**config.mk**
```make
export PLATFORM = sky130hd
export DESIGN_NAME = frame_pulse_gen
export DESIGN_NICKNAME = d
export VERILOG_FILES = /design/src/rtl/frame_gen_pkg.sv /design/src/rtl/frame_regs.sv /design/src/rtl/frame_divider.sv /design/src/rtl/frame_shaper.sv /design/src/rtl/frame_pulse_gen.sv
export SDC_FILE = /design/constraint.sdc
export NUM_CORES = 1
export LEC_CHECK = 0
export BUFFER_PORTS_ARGS = -buffer_cell sky130_fd_sc_hd__buf_2
export CAP_MARGIN = 20
export CORE_MARGIN = 3
export CORE_UTILIZATION = 45
export CTS_CLUSTER_DIAMETER = 80
export DETAILED_ROUTE_END_ITERATION = 10
export PLACE_DENSITY = 0.77
export SYNTH_ARGS = -nofsm -noshare
export SYNTH_HDL_FRONTEND = slang
export SYNTH_SLANG_ARGS = --single-unit
export TNS_END_PERCENT = 10
```
**constraint.sdc**
```tcl
create_clock -name clk_i -period 2.4 [get_ports clk_i]
set_clock_uncertainty 0.1 [all_clocks]
set_input_delay 0.48 -clock clk_i [delete_from_list [all_inputs] [get_ports clk_i]]
set_output_delay 0.48 -clock clk_i [all_outputs]
set_load 0.1 [all_outputs]
```
**src/rtl/frame_gen_pkg.sv**
```systemverilog
package frame_gen_pkg;
  localparam int unsigned REG_W   = 8;
  localparam int unsigned WID_W   = 4;
  localparam int unsigned SHAPE_W = 2;

  typedef enum logic [SHAPE_W-1:0] {
    SHAPE_SQUARE = 2'b00,
    SHAPE_PULSE  = 2'b01,
    SHAPE_SQ_B   = 2'b10,
    SHAPE_SQ_C   = 2'b11
  } shape_e;

  localparam logic [WID_W-1:0] WIDTH_RST = WID_W'(1);
endpackage

```
**src/rtl/frame_regs.sv**
```systemverilog
module frame_regs
  import frame_gen_pkg::*;
(
  input  logic             clk_i,
  input  logic             rst_ni,
  input  logic             wr_en_i,
  input  logic             addr_i,
  input  logic [REG_W-1:0] wr_data_i,
  output logic [REG_W-1:0] rd_data_o,
  output logic [WID_W-1:0] width_o,
  output shape_e           shape_o
);
  logic [WID_W-1:0] width_q;
  shape_e           shape_q;
  logic [WID_W-1:0] width_wr;

  // zero width is normalised to one
  assign width_wr = (wr_data_i[WID_W-1:0] == '0) ? WIDTH_RST : wr_data_i[WID_W-1:0];

  always_ff @(posedge clk_i or negedge rst_ni) begin
    if (!rst_ni) begin
      width_q <= WIDTH_RST;
      shape_q <= SHAPE_SQUARE;
    end else if (wr_en_i) begin
      if (addr_i) shape_q <= shape_e'(wr_data_i[SHAPE_W-1:0]);
      else        width_q <= width_wr;
    end
  end

  always_comb begin
    rd_data_o = '0;
    if (addr_i) rd_data_o[SHAPE_W-1:0] = shape_q;
    else        rd_data_o[WID_W-1:0]   = width_q;
  end

  assign width_o = width_q;
  assign shape_o = shape_q;


  a_r5_zero_stored_as_one: assert property (@(posedge clk_i) disable iff (!rst_ni)
    (wr_en_i && !addr_i && wr_data_i[WID_W-1:0] == '0) |=> (width_q == WIDTH_RST));
endmodule

```
**src/rtl/frame_divider.sv**
```systemverilog
module frame_divider #(
  parameter int unsigned FRAME_LEN = 256,
  localparam int unsigned CNT_W    = $clog2(FRAME_LEN)
) (
  input  logic             clk_i,
  input  logic             rst_ni,
  output logic [CNT_W-1:0] cnt_next_o,
  output logic             wrap_o
);
  localparam logic [CNT_W-1:0] LAST = CNT_W'(FRAME_LEN - 1);

  logic [CNT_W-1:0] cnt_q;

  assign wrap_o     = (cnt_q == LAST);
  assign cnt_next_o = wrap_o ? '0 : cnt_q + 1'b1;

  // reset parks at the last count so the first edge opens a frame
  always_ff @(posedge clk_i or negedge rst_ni) begin
    if (!rst_ni) cnt_q <= LAST;
    else         cnt_q <= cnt_next_o;
  end


  a_r1_count_in_range: assert property (@(posedge clk_i) disable iff (!rst_ni)
    cnt_q <= LAST);
  a_r1_wrap_to_zero: assert property (@(posedge clk_i) disable iff (!rst_ni)
    (cnt_q == LAST) |=> (cnt_q == '0));
endmodule

```
**src/rtl/frame_shaper.sv**
```systemverilog
module frame_shaper
  import frame_gen_pkg::*;
#(
  parameter int unsigned FRAME_LEN = 256,
  localparam int unsigned CNT_W    = $clog2(FRAME_LEN)
) (
  input  logic             clk_i,
  input  logic             rst_ni,
  input  logic             wrap_i,
  input  logic [CNT_W-1:0] cnt_next_i,
  input  logic [WID_W-1:0] width_i,
  input  shape_e           shape_i,
  output logic             frame_o
);
  localparam logic [CNT_W-1:0] HALF = CNT_W'(FRAME_LEN / 2);

  logic [WID_W-1:0] act_width_q, act_width_d;
  shape_e           act_shape_q, act_shape_d;
  logic             frame_q, frame_d;

  // shadow values cross over only at the frame boundary
  always_comb begin
    act_width_d = wrap_i ? width_i : act_width_q;
    act_shape_d = wrap_i ? shape_i : act_shape_q;
    if (act_shape_d == SHAPE_PULSE)
      frame_d = cnt_next_i < {{(CNT_W-WID_W){1'b0}}, act_width_d};
    else
      frame_d = cnt_next_i < HALF;
  end

  always_ff @(posedge clk_i or negedge rst_ni) begin
    if (!rst_ni) begin
      act_width_q <= WIDTH_RST;
      act_shape_q <= SHAPE_SQUARE;
      frame_q     <= 1'b0;
    end else begin
      act_width_q <= act_width_d;
      act_shape_q <= act_shape_d;
      frame_q     <= frame_d;
    end
  end

  assign frame_o = frame_q;


  a_r7_width_held: assert property (@(posedge clk_i) disable iff (!rst_ni)
    !wrap_i |=> $stable(act_width_q));
  a_r7_shape_held: assert property (@(posedge clk_i) disable iff (!rst_ni)
    !wrap_i |=> $stable(act_shape_q));

  a_r1_rise_at_start: assert property (@(posedge clk_i) disable iff (!rst_ni)
    $rose(frame_q) |-> $past(wrap_i));
endmodule

```
**src/rtl/frame_pulse_gen.sv**
```systemverilog
module frame_pulse_gen
  import frame_gen_pkg::*;
#(
  parameter int unsigned SYNC_HZ  = 2_048_000,
  parameter int unsigned FRAME_HZ = 8_000
) (
  input  logic             clk_i,
  input  logic             rst_ni,
  input  logic             wr_en_i,
  input  logic             addr_i,
  input  logic [REG_W-1:0] wr_data_i,
  output logic [REG_W-1:0] rd_data_o,
  output logic             frame_o
);
  localparam int unsigned FRAME_LEN = SYNC_HZ / FRAME_HZ;
  localparam int unsigned CNT_W     = $clog2(FRAME_LEN);

  logic [WID_W-1:0] width;
  shape_e           shape;
  logic [CNT_W-1:0] cnt_next;
  logic             wrap;

  frame_regs u_regs (
    .clk_i     (clk_i),
    .rst_ni    (rst_ni),
    .wr_en_i   (wr_en_i),
    .addr_i    (addr_i),
    .wr_data_i (wr_data_i),
    .rd_data_o (rd_data_o),
    .width_o   (width),
    .shape_o   (shape)
  );

  frame_divider #(.FRAME_LEN(FRAME_LEN)) u_div (
    .clk_i      (clk_i),
    .rst_ni     (rst_ni),
    .cnt_next_o (cnt_next),
    .wrap_o     (wrap)
  );

  frame_shaper #(.FRAME_LEN(FRAME_LEN)) u_shape (
    .clk_i      (clk_i),
    .rst_ni     (rst_ni),
    .wrap_i     (wrap),
    .cnt_next_i (cnt_next),
    .width_i    (width),
    .shape_i    (shape),
    .frame_o    (frame_o)
  );
endmodule

```
* Word level (Yosys, flattened, before mapping)
Index checks and enable logic that the tools add are counted.
** Storage, ports and cells
- Register bits :: 21
- Input port bits :: 12
- Output and inout bits :: 9
- Logic and storage cells :: 22
** Cells by class
- $add $sub $neg :: 1
- $lt $le $gt $ge :: 2
- Equal/unequal tests :: 2
- Multiplexer cells :: 7
- Bitwise gates (word level) :: 1
- Reductions and logical operators :: 3
** Operators by type and width (count)
- 8-bit by 1-bit adder with 8-bit output (second input constant) :: 1
- 8-bit == test (second input constant) :: 1
- 8-bit by 4-bit < comparator with 1-bit output :: 1
- 8-bit < comparator (second input constant) :: 1
- 4-bit 2-to-1 mux :: 2
- 8-bit 2-to-1 mux :: 1
- 2-bit 2-to-1 mux :: 3
- 4-bit zero test :: 1
- 2-bit AND reduction :: 2
- 2-bit by 1-bit == test with 1-bit output (second input constant) :: 1
- 1-bit 2-to-1 mux :: 1
- 1-bit inverter :: 1

* Longest topological paths before layout
Gate-level depths: netlist (run 1).
- Depth after elaboration :: 4
- Gate-level depth with buffers :: 11
- Mapped depth without buffers :: 10

* Modules after synthesis
From an unflattened synthesis (run 1), not the netlist that was laid out.
** Second synthesis, totals
- Cells, all modules :: 86
- Area, all modules :: 1052.3 um^2
** By module, submodules not included
- frame_shaper :: times used 1, cells each 30, area an instance 364.1 um^2, sequential area each 176.4 um^2
- frame_divider :: times used 1, cells each 29, area an instance 352.8 um^2, sequential area each 210.2 um^2
- frame_regs :: times used 1, cells each 27, area an instance 335.3 um^2, sequential area each 151.4 um^2

* Worst setup path after synthesis (run 1)
OpenSTA, ideal clock, no wires.
- Path type :: reg2reg
- Start :: register u_div.cnt_q[0]
- End :: register u_shape.frame_q (netlist: u_shape.frame_o)
- Arrival time :: 2.503 ns
- Required time :: 2.227 ns
- Path slack :: -0.276 ns
- Stages on the path, launching flop included :: 12
- Period minus slack after synthesis :: 2.676 ns
- Cell sequence :: dfstp_2 ha_1 nand3_2 nor3_4 buf_4 mux2i_1 ha_1 a21o_1 a21oi_1 nand2_1 a211o_1 a21oi_2
** Between the ends
- Cells in the longest elaborated chain, start to end :: 4
** RTL lines
- from (decl) :: line frame_divider.sv:12 : logic [CNT_W-1:0] cnt_q;
- from (signal assigned) :: line frame_divider.sv:20 : else cnt_q <= cnt_next_o;
- 8-bit by 1-bit adder with 8-bit output / 8-bit == test (equally long branches) :: line frame_divider.sv:15, frame_divider.sv:14
- 8-bit 2-to-1 mux, or another cell as far along :: line frame_divider.sv:15 : assign cnt_next_o = wrap_o ? '0 : cnt_q + 1'b1;
- 8-bit < comparator, or another cell as far along :: line frame_shaper.sv:28 : frame_d = cnt_next_i < HALF;
- 1-bit 2-to-1 mux * :: line frame_shaper.sv:25 : if (act_shape_d == SHAPE_PULSE)
- named net u_shape.frame_d :: line frame_shaper.sv:19 : logic frame_q, frame_d;
- to (signal assigned) :: line frame_shaper.sv:39 : frame_q <= frame_d;
- to (decl) :: line frame_shaper.sv:19
Mark *: on every way through the listed nets, which the timed path passes. The rest lies on a longest branch.
A chain may end at the register's enable or synchronous reset.

* Worst setup path after layout (run 1)
Ends and elaborated chain as after synthesis.

==> results of run 1 <==
[sequential cells by signal, summed over array words and instances (netlist names)]
| signal | cells |
|---|---|
| u_div.cnt_q | 8 |
| u_regs.shape_o | 2 |
| u_regs.width_o | 4 |
| u_shape.act_shape_q | 2 |
| u_shape.act_width_q | 4 |
| u_shape.frame_o | 1 |
[cells by family after synthesis]
logic type / share of synthesized area [%]
other: 0.353
XOR/XNOR: 4.12
flip-flops: 50.6
AND/OR/NAND/NOR: 14.9
AO/OA/AOI/OAI: 6.00
buffers and inverters: 4.94
multiplexers: 14.4
adder cells (fa/ha/maj): 4.71
[metal layers]
metal  part of all wire, %  wire, µm  vias to the layer above  track usage, %
met5                     0         0                        -               0
met4                   1.5        27                        0            6.22
met3                   4.4        81                        4            2.45
met2                    53       978                       18            28.5
met1                    41       746                      369            18.7
li1                      -         -                      359               -
[through the flow]
step	cells	utilization [%]	hold slack [ns]	setup slack, ns
6_report	144	60.5	0.00692	-0.0146
5_1_grt	144	60.5	0.0198	-0.222
4_1_cts	144	60.5	0.0156	-0.0458
3_5_place_dp	138	58.3	0.361	-0.0734
3_3_place_gp	138	58.3	0.355	-0.0184
2_1_floorplan	94	-	0.0844	-0.0945
[layout by cell type (no fill, tap or decap), types with 3 or more instances in the layout]
cell type | Yosys | layout
o21ai_0 | 3 | 3
nand2_1 | 4 | 4
nor2b_1 | 3 | 3
inv_1 | 4 | 4
dfstp_2 | 10 | 10
nor2_1 | 6 | 6
mux2_2 | 10 | 10
a21oi_1 | 3 | 3
conb_1 | 1 | 4
dfrtp_1 | 11 | 11
mux2i_1 | 4 | 3
buf_2 | 0 | 12
xor2_1 | 4 | 4
buf_4 | 5 | 12
clkbuf_4 | 0 | 3
ha_1 | 4 | 3
[critical path, stage by stage, from the launching register on]
cell and delay (ns):
dfstp_2 0.57, ha_4 0.15, nand3_4 0.07, nor3_4 0.19, mux2i_1 0.28, ha_1 0.29
a21o_1 0.17, a21oi_1 0.12, nand2_1 0.06, a211o_1 0.24, a21oi_2 0.11
[how the worst max path moves through the flow]
stage                                  start                   endpoint  slack, ns  cells past startpoint
global placement    u_div.cnt_q[1]$_DFF_PN1_  u_shape.frame_o$_DFF_PN0_      -0.02                     10
floorplan           u_div.cnt_q[0]$_DFF_PN1_  u_shape.frame_o$_DFF_PN0_      -0.09                     11
CTS                 u_div.cnt_q[0]$_DFF_PN1_  u_shape.frame_o$_DFF_PN0_      -0.05                     10
detailed placement  u_div.cnt_q[1]$_DFF_PN1_  u_shape.frame_o$_DFF_PN0_      -0.07                     10
finish              u_div.cnt_q[0]$_DFF_PN1_  u_shape.frame_o$_DFF_PN0_      -0.01                     10
global route        u_div.cnt_q[0]$_DFF_PN1_  u_shape.frame_o$_DFF_PN0_      -0.22                     10
[final cells by class]
cell class              instances  area, µm²  area share [%]
clock inverters                 1       5.00           0.393
clock buffers                   3       22.5            1.77
flip-flops and latches         21        538            42.3
multi-input cells              64        508            39.9
well taps                      27       33.8            2.65
inverters                       4       15.0            1.18
repair buffers                 24        150            11.8
[timing repair]
item / in CTS / in global routing
setup buffers: 2 / 0
hold buffers: 0 / 0
pin swaps: 3 / 0
resized for setup: 1 / 0
setup endpoints to repair: 1 / 1
[where the power goes]
group,leakage [nW],internal (mW),total [mW],switching (mW)
logic,0.339,0.0298,0.147,0.117
clock network,0.0177,0.0622,0.168,0.105
registers,0.242,0.371,0.385,0.0139
==> impl_metrics.py, run 1 <==
metrics = {
    "status": {
        "status": "complete, but fails checks",
        "violations": "setup timing",
    },
    "detailed_routing": {
        "vias": 750,
        "dr.pass1.iters": 4,
        "drt-initial-drc-count": 4,
        "drt-vias-per-instance": 5.21,
        "wl_per_cell_um": 12.7,
        "drc": 0,
        "routed_wl_mm": 1.83,
        "ant_nets": 0,
    },
    "setup_path": {
        "regToRegEndpoint": "u_shape.frame_o$_DFF_PN0_",
        "cp-start-kind": "flop",
        "regToRegSetupSlack_ns": -0.01,
        "end_kind": "flop",
        "cp_max_fo": 3,
        "cp.required_ns": 2.54,
        "path_class": "reg2reg",
        "reg2regPathDepth": 10,
        "arrival_ns": 2.56,
        "reg2reg_from": "u_div.cnt_q[0]$_DFF_PN1_",
    },
    "timing": {
        "setup_tns_ns": -0.0146,
        "fmax_ghz": 0.414,
        "maxSlewViolCount": 0,
        "hold_viol_final": 0,
        "fin_crit_ns": 2.41,
        "setup_viol_count_final": 1,
        "finalCritPeriodShare_pct": 101,
        "finalWorstSetupSlack_ns": -0.0146,
        "rsz0062_at_grt": "true",
    },
    "floorplanning": {
        "initial_core_util_pct": 50.6,
        "fp-row-count": 16,
        "ios": 21,
        "coreArea_um2": 2100,
        "die-area_um2": 2980,
        "die_w_um": 54.6,
        "fp.dieH_um": 54.6,
    },
    "synthesis": {
        "ys.flop_type": "dfrtp_1",
        "synth-edff-count": 0,
        "synthArstFlopShare_pct": 100,
        "synth_warnings": 0,
        "synth_cell_types": 27,
        "synthTopCellsByCount": "dfrtp_1, dfstp_2, mux2_2",
        "synthCells": 91,
        "synth_area_leader_cell": "dfrtp_1",
        "syn-cell-area_um2": 1060,
        "synth.avg_cell_area_um2": 11.7,
        "synth-seq-cells": 21,
        "synth_top_cell_area_share_pct": 25.9,
        "seq_area_frac_synth_pct": 50.6,
        "yosysMostFrequentCell": "dfrtp_1",
        "yosys-top-cells-area": "dfrtp_1, dfstp_2, mux2_2",
    },
    "clocking": {
        "htree_levels": 1,
        "clk_latency_ns": 0.30,
        "clock-sinks": 21,
        "cts_tree": "built",
        "numCtsBuffers": 3,
        "clk_path_buf_depth": 2,
        "clock-root-buffer": "clkbuf_4",
        "path_clk_slew_ns": 0.11,
    },
    "finish": {
        "drive_above_1_share_pct": 46.2,
        "fin_area_um2": 1270,
        "final.fill_count": 193,
        "diodes": 0,
        "syn_to_final_growth_pct": 19.6,
        "fin_nets": 134,
    },
    "pwr": {
        "p_leak_nw": 0.598,
        "power_density_nw_per_um2": 550,
        "ir_drop_uv": 394,
        "p_total_mw": 0.699,
    },
    "hold_path": {
        "hold_path.class": "in2async",
    },
    "flow_run": {
        "max_cap_violations": 0,
    },
    "global_routing": {
        "grt_first_pass_wirelength_mm": 3.34,
        "grt_max_degree": 22,
        "antenna_found_initial": 0,
        "grt_usage_pct": 15.9,
        "grt_pass1_vias": 802,
        "grt.overflow.total": 0,
    },
    "placed_design": {
        "portBuffers": 12,
        "postPlaceCellArea_um2": 1230,
        "dp_hpwl_mm": 1.42,
        "gp_congestion": 0.730,
    },
}
Power figures use the tool's default switching activity.
==> inputs of run 2 (changes only) <==
--- a/config.mk
+++ b/config.mk
@@ -7,11 +7,13 @@
 export LEC_CHECK = 0
 export BUFFER_PORTS_ARGS = -buffer_cell sky130_fd_sc_hd__buf_2
 export CAP_MARGIN = 20
+export CELL_PAD_IN_SITES_DETAIL_PLACEMENT = 0
+export CELL_PAD_IN_SITES_GLOBAL_PLACEMENT = 1
 export CORE_MARGIN = 3
-export CORE_UTILIZATION = 45
+export CORE_UTILIZATION = 38
 export CTS_CLUSTER_DIAMETER = 80
 export DETAILED_ROUTE_END_ITERATION = 10
-export PLACE_DENSITY = 0.77
+export PLACE_DENSITY_LB_ADDON = 0.05
 export SYNTH_ARGS = -nofsm -noshare
 export SYNTH_HDL_FRONTEND = slang
 export SYNTH_SLANG_ARGS = --single-unit
==> impl_metrics.py, run 2 (synthesis gave the netlist of run 1 again) <==
metrics = {
    "status": {
        "status": "complete, but fails checks",
        "violations": "setup timing",
    },
    "setup_path": {
        "critPathMaxStageDelay_ns": 0.57,
        "cp-start-kind": "flop",
        "slowest_stage": "dfstp_2",
        "reg2regPathDepth": 10,
        "end_kind": "flop",
        "cp.required_ns": 2.54,
        "regToRegEndpoint": "u_shape.frame_o$_DFF_PN0_",
        "regToRegSetupSlack_ns": -0.008,
        "cp_common_cell": "a21oi_2",
        "arrival_ns": 2.55,
        "reg2reg_from": "u_div.cnt_q[1]$_DFF_PN1_",
        "crit_chain": "ha_4, nand3_4, nor3_4, mux2i_1, ha_1, a21o_1, a21oi_2, nand2_1, a211o_1, a21oi_2",
        "path_class": "reg2reg",
        "cp_max_fo": 3,
    },
    "floorplanning": {
        "ios": 21,
        "fp-row-count": 18,
        "fp.dieH_um": 58.9,
        "initial_core_util_pct": 41.4,
        "die_w_um": 58.9,
        "die-area_um2": 3470,
        "coreArea_um2": 2570,
    },
    "timing": {
        "finalWorstSetupSlack_ns": -0.00839,
        "setup_viol_count_final": 1,
        "fmax_ghz": 0.415,
        "hold_viol_final": 0,
        "fin_crit_ns": 2.41,
        "rsz0062_at_grt": "true",
        "maxSlewViolCount": 0,
        "finalCritPeriodShare_pct": 100,
    },
    "detailed_routing": {
        "drt-vias-per-instance": 4.82,
        "vias": 718,
        "routed_wl_mm": 1.84,
        "wl_per_cell_um": 12.3,
        "dr.pass1.iters": 2,
        "ant_nets": 0,
        "drc": 0,
        "drt-initial-drc-count": 8,
    },
    "global_routing": {
        "grt.overflow.total": 0,
        "antenna_found_initial": 0,
        "grt_usage_pct": 12.5,
        "use_met2_pct": 21.5,
        "grt_use_met1_pct": 16.0,
        "grt_first_pass_wirelength_mm": 3.28,
        "gr-max-usage-layer": "met2",
        "grt_max_degree": 22,
        "grt_pass1_vias": 770,
        "grtUsageMet3_pct": 1.97,
    },
    "finish": {
        "mostFrequentLayoutCells": "buf_4, buf_2, dfrtp_1",
        "diodes": 0,
        "drive_above_1_share_pct": 47.1,
        "top_register": "u_div.cnt_q",
        "syn_to_final_growth_pct": 22.0,
        "largest_reg_flops": 8,
        "fin_nets": 136,
        "final_common_cell": "buf_4",
    },
    "clocking": {
        "htree_levels": 1,
        "ctsHoldBuffers": 0,
        "clock-sinks": 21,
        "clk_latency_ns": 0.30,
        "numCtsBuffers": 3,
        "clk_path_buf_depth": 2,
        "clock-root-buffer": "clkbuf_4",
        "path_clk_slew_ns": 0.12,
        "cts_tree": "built",
    },
    "placed_design": {
        "gp_congestion": 0.742,
        "dp_hpwl_mm": 1.43,
        "portBuffers": 12,
        "detailedPlace.worstSlack_ns": -0.0729,
    },
    "hold_path": {
        "hold_path.class": "in2async",
    },
    "pwr": {
        "ir_drop_uv": 313,
        "p_leak_nw": 0.607,
        "p_total_mw": 0.703,
        "power_density_nw_per_um2": 541,
    },
    "flow_run": {
        "max_cap_violations": 0,
    },
}
==> run 2: cell count changes in the layout (fill, tap and decap cells not counted), sizes merged <==
cell	previous run	this run
clkbuf	3	4
buf	24	26
clkinv	1	0
==> run 2: worst max path at each step <==
stage / from / endpoint / depth (start not counted)
2_1_floorplan: u_div.cnt_q[0]$_DFF_PN1_ / u_shape.frame_o$_DFF_PN0_ / 11
3_3_place_gp: u_div.cnt_q[1]$_DFF_PN1_ / u_shape.frame_o$_DFF_PN0_ / 10
6_report: u_div.cnt_q[1]$_DFF_PN1_ / u_shape.frame_o$_DFF_PN0_ / 10
3_5_place_dp: u_div.cnt_q[1]$_DFF_PN1_ / u_shape.frame_o$_DFF_PN0_ / 10
4_1_cts: u_div.cnt_q[1]$_DFF_PN1_ / u_shape.frame_o$_DFF_PN0_ / 10
5_1_grt: u_div.cnt_q[1]$_DFF_PN1_ / u_shape.frame_o$_DFF_PN0_ / 10
==> run 2: report_power, final <==
part	total [mW]	internal [mW]	switching [mW]
clock	0.171	0.0647	0.106
combinational	0.147	0.0298	0.117
sequential	0.385	0.371	0.0135
total	0.703	0.466	0.237
==> run 2: per-layer routing <==
| layer | up-vias | share of wire, % |
|---|---|---|
| met4 | 0 | 0.82 |
| met1 | 334 | 46 |
| met3 | 2 | 4.3 |
| li1 | 366 | - |
| met2 | 16 | 48 |
| met5 | - | 0 |
==> run 2: per-stage QoR <==
step / area [µm²] / TNS, ns / instances / hold slack [ns] / utilization, %
2_1_floorplan: 1100 / -0.0945 / 94 / 0.0844 / -
6_report: 1300 / -0.00839 / 149 / 0.0191 / 50.5
3_3_place_gp: 1250 / -0.0740 / 144 / 0.359 / 48.8
4_1_cts: 1300 / -0.0472 / 149 / 0.0329 / 50.5
3_5_place_dp: 1250 / -0.0729 / 144 / 0.370 / 48.8
5_1_grt: 1300 / -0.190 / 149 / 0.0392 / 50.5
==> run 2: area by class of cell <==
| type | instances | area [µm²] |
|---|---|---|
| Multi-Input combinational cell | 64 | 512 |
| Timing Repair Buffer | 26 | 169 |
| Tap cell | 30 | 37.5 |
| Clock buffer | 4 | 26.3 |
| Sequential cell | 21 | 538 |
| Inverter | 4 | 15.0 |
| Fill cell | 241 | 1270 |
==> run 2: critical path, delay by kind of cell (launching register included) <==
| kind | cells | cell delay (ns) |
|---|---|---|
| adders and majority gates | 2 | 0.43 |
| and+or+nand+nor | 3 | 0.33 |
| AOI/OAI and AO/OA | 4 | 0.63 |
| DFF | 1 | 0.57 |
| muxes | 1 | 0.28 |
==> run 2: repair_timing <==
item,in CTS,in global routing
resized for setup,3,0
cloned,0,0
buffers inserted,1,0
pin swaps,2,0
endpoints found under the hold margin,0,0
endpoints found under the setup margin,1,1
